[config.mk]
export PLATFORM = sky130hd
export DESIGN_NAME = blk_xfer_seq
export DESIGN_NICKNAME = d
export VERILOG_FILES = /design/src/rtl/blk_xfer_pkg.sv /design/src/rtl/xfer_popcnt.sv /design/src/rtl/xfer_lsb_pick.sv /design/src/rtl/xfer_addr_plan.sv /design/src/rtl/blk_xfer_seq.sv
export SDC_FILE = /design/constraint.sdc
export NUM_CORES = 1
export LEC_CHECK = 0
export BUFFER_PORTS_ARGS = -buffer_cell sky130_fd_sc_hd__buf_4
export CAP_MARGIN = 25
export CORE_ASPECT_RATIO = 0.7
export CORE_UTILIZATION = 50
export CTS_CLUSTER_DIAMETER = 60
export DETAILED_ROUTE_END_ITERATION = 7
export GPL_TIMING_DRIVEN = 0
export PLACE_DENSITY = 0.74
export SLEW_MARGIN = 25
export SYNTH_ARGS = -nofsm -noshare
export SYNTH_HDL_FRONTEND = slang
export SYNTH_SLANG_ARGS = --single-unit
[constraint.sdc]
create_clock -name clk -period 5.7 [get_ports clk]
set_clock_uncertainty 0.1 [all_clocks]
set_input_delay 0 -clock clk [delete_from_list [all_inputs] [get_ports clk]]
set_output_delay 0 -clock clk [all_outputs]
set_load 0.01 [all_outputs]
[src/rtl/blk_xfer_pkg.sv]
// Shared types for the block-transfer address sequencer.
// Assumes a 2-bit mode field: bit 1 selects downward stepping and bit 0
// selects the "step first" variant.
package blk_xfer_pkg;

    typedef enum logic [1:0] {
        MODE_UP_POST   = 2'b00,
        MODE_UP_PRE    = 2'b01,
        MODE_DOWN_POST = 2'b10,
        MODE_DOWN_PRE  = 2'b11
    } xfer_mode_e;

    typedef enum logic [1:0] {
        ST_IDLE = 2'b00,
        ST_RUN  = 2'b01,
        ST_FIN  = 2'b10
    } seq_state_e;

endpackage

[src/rtl/xfer_popcnt.sv]
// Population count of the register mask.
// Purely combinational; the count is wide enough to hold W.
module xfer_popcnt #(
    parameter int W    = 16,
    parameter int CW   = $clog2(W + 1)
) (
    input  logic [W-1:0]  bits_i,
    output logic [CW-1:0] count_o
);

    // Sum the set bits of the mask.
    always_comb begin
        count_o = '0;
        for (int i = 0; i < W; i++) begin
            count_o = count_o + CW'(bits_i[i]);
        end
    end

endmodule

[src/rtl/xfer_lsb_pick.sv]
// Finds the lowest set bit of a pending mask and reports its index.
// Assumes the caller ignores idx_o when any_o is low.
module xfer_lsb_pick #(
    parameter int W  = 16,
    parameter int IW = $clog2(W)
) (
    input  logic [W-1:0]  bits_i,
    output logic [IW-1:0] idx_o,
    output logic          any_o
);

    // Scan from the top so that the lowest set bit wins last.
    always_comb begin
        idx_o = '0;
        for (int i = W - 1; i >= 0; i--) begin
            if (bits_i[i]) idx_o = IW'(i);
        end
        any_o = |bits_i;
    end

endmodule

[src/rtl/xfer_addr_plan.sv]
// Computes the first beat address and the writeback address of a request
// from the base, the number of set mask bits and the addressing mode.
// Assumes word size 2**STEP_SH bytes; the base is aligned down first.
module xfer_addr_plan
    import blk_xfer_pkg::*;
#(
    parameter int AW      = 32,
    parameter int CW      = 5,
    parameter int STEP_SH = 2
) (
    input  logic [AW-1:0] base_i,
    input  logic [CW-1:0] count_i,
    input  xfer_mode_e    mode_i,
    output logic [AW-1:0] first_o,
    output logic [AW-1:0] final_o
);

    localparam logic [AW-1:0] STEP     = AW'(1) << STEP_SH;
    localparam logic [AW-1:0] LOW_MASK = STEP - AW'(1);

    logic [AW-1:0] aligned;
    logic [AW-1:0] span;

    // Align the base and scale the count to a byte span.
    always_comb begin
        aligned = base_i & ~LOW_MASK;
        span    = AW'(count_i) << STEP_SH;
    end

    // Select the start and end points per mode.
    always_comb begin
        unique case (mode_i)
            MODE_UP_POST: begin
                first_o = aligned;
                final_o = aligned + span;
            end
            MODE_UP_PRE: begin
                first_o = aligned + STEP;
                final_o = aligned + span;
            end
            MODE_DOWN_POST: begin
                first_o = aligned - span + STEP;
                final_o = aligned - span;
            end
            default: begin
                first_o = aligned - span;
                final_o = aligned - span;
            end
        endcase
    end

endmodule

[src/rtl/blk_xfer_seq.sv]
// Block-transfer address sequencer: accepts a request while idle, issues one
// valid/ready beat per set mask bit in ascending register order with
// ascending word addresses, then pulses done with the writeback base.
// Assumes the consumer samples beats on the clock edge where ready is high.
module blk_xfer_seq
    import blk_xfer_pkg::*;
#(
    parameter int ADDR_W  = 32,
    parameter int LIST_W  = 16,
    parameter int STEP_SH = 2
) (
    input  logic                      clk,
    input  logic                      rst_n,
    input  logic                      start_i,
    input  logic [ADDR_W-1:0]         base_i,
    input  logic [LIST_W-1:0]         reg_list_i,
    input  logic [1:0]                mode_i,
    input  logic                      wb_en_i,
    input  logic                      dir_load_i,
    output logic                      busy_o,
    output logic                      beat_valid_o,
    input  logic                      beat_ready_i,
    output logic [ADDR_W-1:0]         beat_addr_o,
    output logic [$clog2(LIST_W)-1:0] beat_reg_o,
    output logic                      beat_load_o,
    output logic                      done_o,
    output logic                      wb_valid_o,
    output logic [ADDR_W-1:0]         wb_addr_o
);

    localparam int IDX_W = $clog2(LIST_W);
    localparam int CNT_W = $clog2(LIST_W + 1);
    localparam logic [ADDR_W-1:0] STEP = ADDR_W'(1) << STEP_SH;

    seq_state_e          state_q;
    logic [LIST_W-1:0]   pend_q;
    logic [LIST_W-1:0]   pend_next;
    logic [ADDR_W-1:0]   addr_q;
    logic [ADDR_W-1:0]   fin_q;
    logic                load_q;
    logic                wb_q;
    logic [CNT_W-1:0]    n_set;
    logic [ADDR_W-1:0]   first_c;
    logic [ADDR_W-1:0]   final_c;
    logic [IDX_W-1:0]    idx_c;
    logic                any_c;
    logic                accept;
    logic                hs;

    xfer_popcnt #(.W(LIST_W), .CW(CNT_W)) u_cnt (
        .bits_i  (reg_list_i),
        .count_o (n_set)
    );

    xfer_addr_plan #(.AW(ADDR_W), .CW(CNT_W), .STEP_SH(STEP_SH)) u_plan (
        .base_i  (base_i),
        .count_i (n_set),
        .mode_i  (xfer_mode_e'(mode_i)),
        .first_o (first_c),
        .final_o (final_c)
    );

    xfer_lsb_pick #(.W(LIST_W), .IW(IDX_W)) u_pick (
        .bits_i (pend_q),
        .idx_o  (idx_c),
        .any_o  (any_c)
    );

    // Decode acceptance, handshake and the mask left after this beat.
    always_comb begin
        accept    = start_i && (state_q == ST_IDLE);
        hs        = beat_valid_o && beat_ready_i;
        pend_next = pend_q & ~(LIST_W'(1) << idx_c);
    end

    // Sequencer state, pending mask and address registers.
    always_ff @(posedge clk) begin
        if (!rst_n) begin
            state_q <= ST_IDLE;
            pend_q  <= '0;
            addr_q  <= '0;
            fin_q   <= '0;
            load_q  <= 1'b0;
            wb_q    <= 1'b0;
        end else begin
            unique case (state_q)
                ST_IDLE: begin
                    if (accept) begin
                        pend_q  <= reg_list_i;
                        addr_q  <= first_c;
                        fin_q   <= final_c;
                        load_q  <= dir_load_i;
                        wb_q    <= wb_en_i;
                        state_q <= (|reg_list_i) ? ST_RUN : ST_FIN;
                    end
                end
                ST_RUN: begin
                    if (hs) begin
                        pend_q <= pend_next;
                        addr_q <= addr_q + STEP;
                        if (pend_next == '0) state_q <= ST_FIN;
                    end
                end
                default: begin
                    state_q <= ST_IDLE;
                end
            endcase
        end
    end

    // Drive the outputs from the registered state.
    always_comb begin
        busy_o       = (state_q != ST_IDLE);
        beat_valid_o = (state_q == ST_RUN) && any_c;
        beat_addr_o  = addr_q;
        beat_reg_o   = idx_c;
        beat_load_o  = load_q;
        done_o       = (state_q == ST_FIN);
        wb_valid_o   = done_o && wb_q;
        wb_addr_o    = fin_q;
    end

endmodule

After elaboration in Yosys (flattened, before gate mapping). Index checks and enable logic that the tools add are counted.

Register bits: 84. Bits in latches: 0. Memory bits (writable): 0. Bits in read-only memories: 0. Input port bits: 56. Output and inout bits: 73. Word-level logic and storage cells: 80. Memories kept: 0.

$add $sub $neg: 20. Multipliers: 0. Divide/modulo/power cells: 0. Order comparisons: 0. Eq/ne operators: 7. Shift operators: 1. Multiplexer cells: 29. Bitwise operators: 2. Reductions and logical operators: 15.

Operators by type and width (count): 32-bit by 3-bit adder with 32-bit output, second input constant (3); 32-bit two-way mux (3); 32-bit case mux with 3 select lines (1); 5-bit by 1-bit adder with 5-bit output (14); 4-bit two-way mux (16); 32-bit case mux with 2 select lines (1); 32-bit by 7-bit adder with 32-bit output (1); 16-bit two-way mux (2); 16-bit case mux with 2 select lines (1); 16-bit OR reduction (2); 32-bit by 7-bit subtractor with 32-bit output (1); 16-bit bitwise AND (1); 16-bit logical NOT (1); 16-bit NOT (1); 1-bit by 4-bit << shifter with 16-bit output, first input constant (1); 2-bit two-way mux (4); 2-bit != test, second input constant (3); 3-bit AND reduction (2); 2-bit by 1-bit == test with 1-bit output, second input constant (2); 2-bit == test, second input constant (2); 1-bit logical AND (4); 2-bit logical NOT (2); 2-bit case mux with 2 select lines (1); 2-bit nonzero test (2); 3 further kinds (3).

Depth between registers and ports, before layout.
Depth after elaboration: 23. Gate-level depth with buffers: 28. Gate-level depth less buffers: 26.

Cells and area by module. A second synthesis with hierarchy kept.

Cell total of the unflattened synthesis: 1247. Area, all modules: 8554.5 um^2.

Modules (own cells, without submodules): blk_xfer_seq (instances 1, cells each 574, area an instance 4275.4 um^2, sequential area each 1681.6 um^2); xfer_addr_plan (instances 1, cells each 592, area an instance 3694.8 um^2, sequential area each 0.0 um^2); xfer_popcnt (instances 1, cells each 47, area an instance 407.9 um^2, sequential area each 0.0 um^2); xfer_lsb_pick (instances 1, cells each 34, area an instance 176.4 um^2, sequential area each 0.0 um^2).

Worst setup path after synthesis. No wires, ideal clock.

Path kind: input -> register. Start point: input reg_list_i[0]. End point: register addr_q[27], in the netlist beat_addr_o[27]. Arrival: 6.030 ns. Required time: 5.530 ns. Setup slack: -0.500 ns. Stages: 21. Path through: inv_1 > ha_1 > inv_1 > fa_1 > fa_1 > fa_1 > fa_1 > fa_1 > fa_1 > inv_1 > fa_1 > or2_1 > a211o_1 > a2111oi_0 > or3_1 > buf_2 > nand3_1 > nor4_4 > a21oi_1 > or4_1 > a21oi_1.

Word-level cells in the longest chain between the ends: 20.

Ends and longest elaborated chain: start: declaration (RTL line blk_xfer_seq.sv:16) `input logic [LIST_W-1:0] reg_list_i,`; 1-bit by 1-bit adder with 2-bit output * (RTL line xfer_popcnt.sv:15) `count_o = count_o + CW'(bits_i[i]);`; 5-bit by 1-bit adder with 5-bit output * (14 in series) (RTL line xfer_popcnt.sv:15); 32-bit by 7-bit subtractor with 32-bit output * (RTL line xfer_addr_plan.sv:42, xfer_addr_plan.sv:46); 32-bit by 3-bit adder with 32-bit output (RTL line xfer_addr_plan.sv:42) `first_o = aligned - span + STEP;`; 32-bit case mux with 3 select lines * (RTL line xfer_addr_plan.sv:32) `unique case (mode_i)`; 32-bit two-way mux * (RTL line blk_xfer_seq.sv:88) `if (accept) begin`; 32-bit case mux with 2 select lines * (RTL line blk_xfer_seq.sv:86) `unique case (state_q)`; end signal: assignment (RTL line blk_xfer_seq.sv:90) `addr_q <= first_c;`; end signal: assignment (RTL line blk_xfer_seq.sv:100) `addr_q <= addr_q + STEP;`; end: declaration (RTL line blk_xfer_seq.sv:38) `logic [ADDR_W-1:0] addr_q;`.

Mark *: on every way between the ends. The rest lies on a longest branch, timed or not. The select of a mux whose other input is x is not followed. A chain may end at the register's enable or synchronous reset.

Final worst setup path. Ends and elaborated chain as after synthesis.

==> metrics.txt <==
Worst-path clk slew=about 0.07 ns; Root Buffer=clkbuf_16; reg2reg path depth=9; vias in the first global route=10314; met1 Resource Use GR=about two thirds; total of max-cap violations=0; commonest non-fill, non-tap cell in the layout=buf_4; largest family of logic cells by synthesized area=simple AND/OR/NAND/NOR gates; placement row count=39; min Tclk post-route=~6.2 ns; Slew Viols, Final=0; die width=158 um; Leak Pwr=about 4.5 nW; DP Area=9810 um^2; CP Class=primary input to flop; busiest metal layer after global routing=met1; Hold Crit Start=reg_list_i[14]; Area Growth Syn to Fin=38.1%; XOR/XNOR Fraction of Synth Area=under 10%; final period utilization=109%; Starting Density=about 52%; Ports=129; Yosys warnings=0; Synth Flop Type=dfxtp_1; met3 Track Usage GR=between 20% and 30%; Crit. End Element=flop; clk_lat worst skew=around 0.37 ns; Max VDD drop=about 0.3 mV; Peak Freq=between 0.15 and 0.2 GHz; core region area=approximately 16000 um^2; Synth Area in Compound Gates=28.3%; Critical Path AT=about 6.4 ns; number of synthesized flops with an enable pin=0; max_slew headroom=a little under a third; Startpoint Class=primary input; via/cell ratio=between 6 and 7; DRT Wirelength=between 40000 and 50000 um; Num Clock Sinks=80; Post-Synth Simple-Gate Area=between 30% and 40%; met2 GRT Util=about three fifths; cts bufs inserted=9; routed len/inst=~26 um; vias post-DR=about 12000; setup slack after layout=-0.520 ns; Fin. Hold Viols=0; most frequent cells in the layout=173 x buf_4, 117 x nand2_1, 115 x a21oi_1; Crit path top cell by count=fa_2; Post-synth ARST share=0%; maximum number of pins on one net before global-route repair=17; H-tree levels=3; Die Ht=111 um; Netlist cell types=between 90 and 100; crit path max-delay cell type=fa_2; Crit path required time=between 5 and 6 ns; CP peak stage delay=between 0.6 and 0.7 ns; Mean Syn Cell Area=slightly below 7 um^2; Final ANT Viol Nets=0; Min-Delay Path Depth=3; worst hold-check path type=primary input to flop; Global Route Usage Sum=approximately 47%; RR Endpoint=wb_addr_o[11]; number of detailed-route iterations in the first pass=6; worst slew pin tran=a little over 1 ns; global-route wire length before repair=around 60000 um; drt initial violations=2004; Seq/Total Area, Yosys=18.8%; Port Buffers=111; Gate Count Post-Synth=~1200; Die ar.=about 18000 um^2; hold path endpoint=pend_q[14]; worst-case clock buffer depth=2; Final #Nets=~1500; final core utilization=between 70% and 80%; CP Buf/Inv Count=5; Final setup viols=27; Adder-Cell Fraction of Synth Area=roughly 6.3%; failing checks=setup timing; Crit Path Max Fanout=5; fill cell count=1332; CTS tree=yes; Diodes inserted=0; status=finished with violations; post-DP HPWL=roughly 30000 um; r2r startpoint=pend_q[13]; CP cell instances=buf_8 > inv_6 > ha_4 > inv_2 > fa_1 > fa_2 > fa_2 > fa_1 > fa_2 > fa_2 > inv_4 > ha_4 > or2_4 > a2111o_1 > buf_4 > and4_4 > or2_4 > a21o_4 > nor4_4 > a21oi_1 > or4_1 > a21oi_1; Crit path max-delay family=adder cells; flop2flop setup slack=1.38 ns; pwr dens=between 300 and 400 nW/um^2; initial antenna violation count=0; mux share of post-synthesis cell area=0.617%; GPL Wtd Cong=about 1.1; drt drc=0; fraction of layout cells with a size suffix above 1=a little over a quarter; RSZ-0062 raised after global routing=yes; GRT Residual Overflow=0; Mapped Area=~8500 um^2; #FFs+latches synth=80; fin area=11800 um^2
==> report_power, final <==
part	internal (mW)	total [mW]	switching, mW
Clock	0.304	0.603	0.299
Sequential	0.646	0.752	0.106
Combinational	1.28	3.13	1.86
Total	2.23	4.49	2.26
==> synth_stat cells (8+ instances only) <==
cell type | n | area (um^2)
a21oi_1 | 126 | 631
nand2_1 | 122 | 458
nor2_1 | 112 | 420
dfxtp_1 | 80 | 1600
clkbuf_1 | 74 | 278
o21ai_0 | 72 | 360
nand3_1 | 55 | 275
inv_1 | 51 | 191
xnor2_1 | 42 | 368
nor3_1 | 38 | 190
xor2_1 | 34 | 298
nor4_1 | 31 | 194
a211oi_1 | 25 | 188
ha_1 | 24 | 300
nand4_1 | 24 | 150
a31oi_1 | 22 | 138
and3_1 | 17 | 106
and2_1 | 14 | 87.6
a21o_1 | 13 | 97.6
fa_1 | 12 | 240
o221ai_1 | 12 | 105
buf_2 | 11 | 55.1
or2_2 | 10 | 62.6
nor2b_1 | 9 | 56.3
o31ai_1 | 9 | 67.6
or3_1 | 9 | 56.3
or4_1 | 9 | 67.6
buf_1 | 8 | 30.0
o22ai_1 | 8 | 50.1
==> worst max-delay path by stage <==
stage | depth (start not counted) | slack (ns) | to | from
detailed placement | 22 | -1.29 | beat_addr_o[27] | reg_list_i[1]
floorplan | 20 | -0.31 | beat_addr_o[27] | reg_list_i[1]
global placement | 22 | -1.29 | beat_addr_o[27] | reg_list_i[1]
global route | 28 | -0.62 | beat_addr_o[31] | reg_list_i[0]
CTS | 24 | -0.30 | beat_addr_o[27] | reg_list_i[1]
finish | 22 | -0.52 | beat_addr_o[27] | reg_list_i[0]
==> per-layer routing <==
| metal | vias to the layer above | wire length [um] | share of wire, % |
|---|---|---|---|
| li1 | 4895 | - | - |
| met1 | 5426 | 16900 | 40 |
| met2 | 1121 | 16300 | 38 |
| met3 | 140 | 7810 | 18 |
| met4 | 4 | 1620 | 3.8 |
| met5 | - | 151 | 0.35 |
==> timing repair <==
item,CTS,global route
hold endpoints to repair,14,0
hold buffers,13,0
resized for setup,119,81
pin swaps,63,50
setup endpoints to repair,39,42
cloned,1,0
buffers inserted,61,20
==> sequential cells by signal, indices dropped and copies added (netlist names) <==
| name | flops |
|---|---|
| beat_addr_o | 30 |
| wb_addr_o | 30 |
| pend_q | 16 |
| state_q | 2 |
| beat_load_o | 1 |
| wb_q | 1 |
==> metrics by stage <==
stage	cells	hold WS (ns)	setup TNS (ns)	worst slack, ns	power (mW)
6_report	1669	0.0413	-7.90	-0.520	4.49
5_1_grt	1669	0.0233	-10.91	-0.616	4.61
4_1_cts	1653	0.00211	-3.53	-0.304	4.01
3_5_place_dp	1563	0.138	-36.66	-1.29	2.87
3_3_place_gp	1563	0.130	-37.13	-1.29	2.85
2_1_floorplan	1227	0.0133	-1.96	-0.314	2.16
==> final cells by class <==
class                           count  area (um^2)  area share, %
Multi-Input combinational cell    995         7270           61.8
Timing Repair Buffer              204         1670           14.2
Sequential cell                    80         1600           13.6
Buffer                             96          437           3.71
Tap cell                          225          282           2.39
Clock buffer                        9          225           1.91
Inverter                           53          216           1.84
Clock inverter                      7         58.8          0.500
==> worst register-to-register path: cells and delay by family (launching register included) <==
| family | cells | cell delay, ns |
|---|---|---|
| AND/OR/NAND/NOR | 5 | 1.82 |
| buffers and inverters | 2 | 1.37 |
| AO/OA/AOI/OAI | 2 | 0.55 |
| flip-flops | 1 | 0.41 |
==> logic make-up after synthesis <==
logic type / after synthesis
AO/OA/AOI/OAI: 369
flip-flops: 80
AND/OR/NAND/NOR: 505
buffers and inverters: 152
other: 1
adder cells (fa/ha/maj): 36
XOR/XNOR: 76
multiplexers: 5
(Power assumes the default switching activity.)
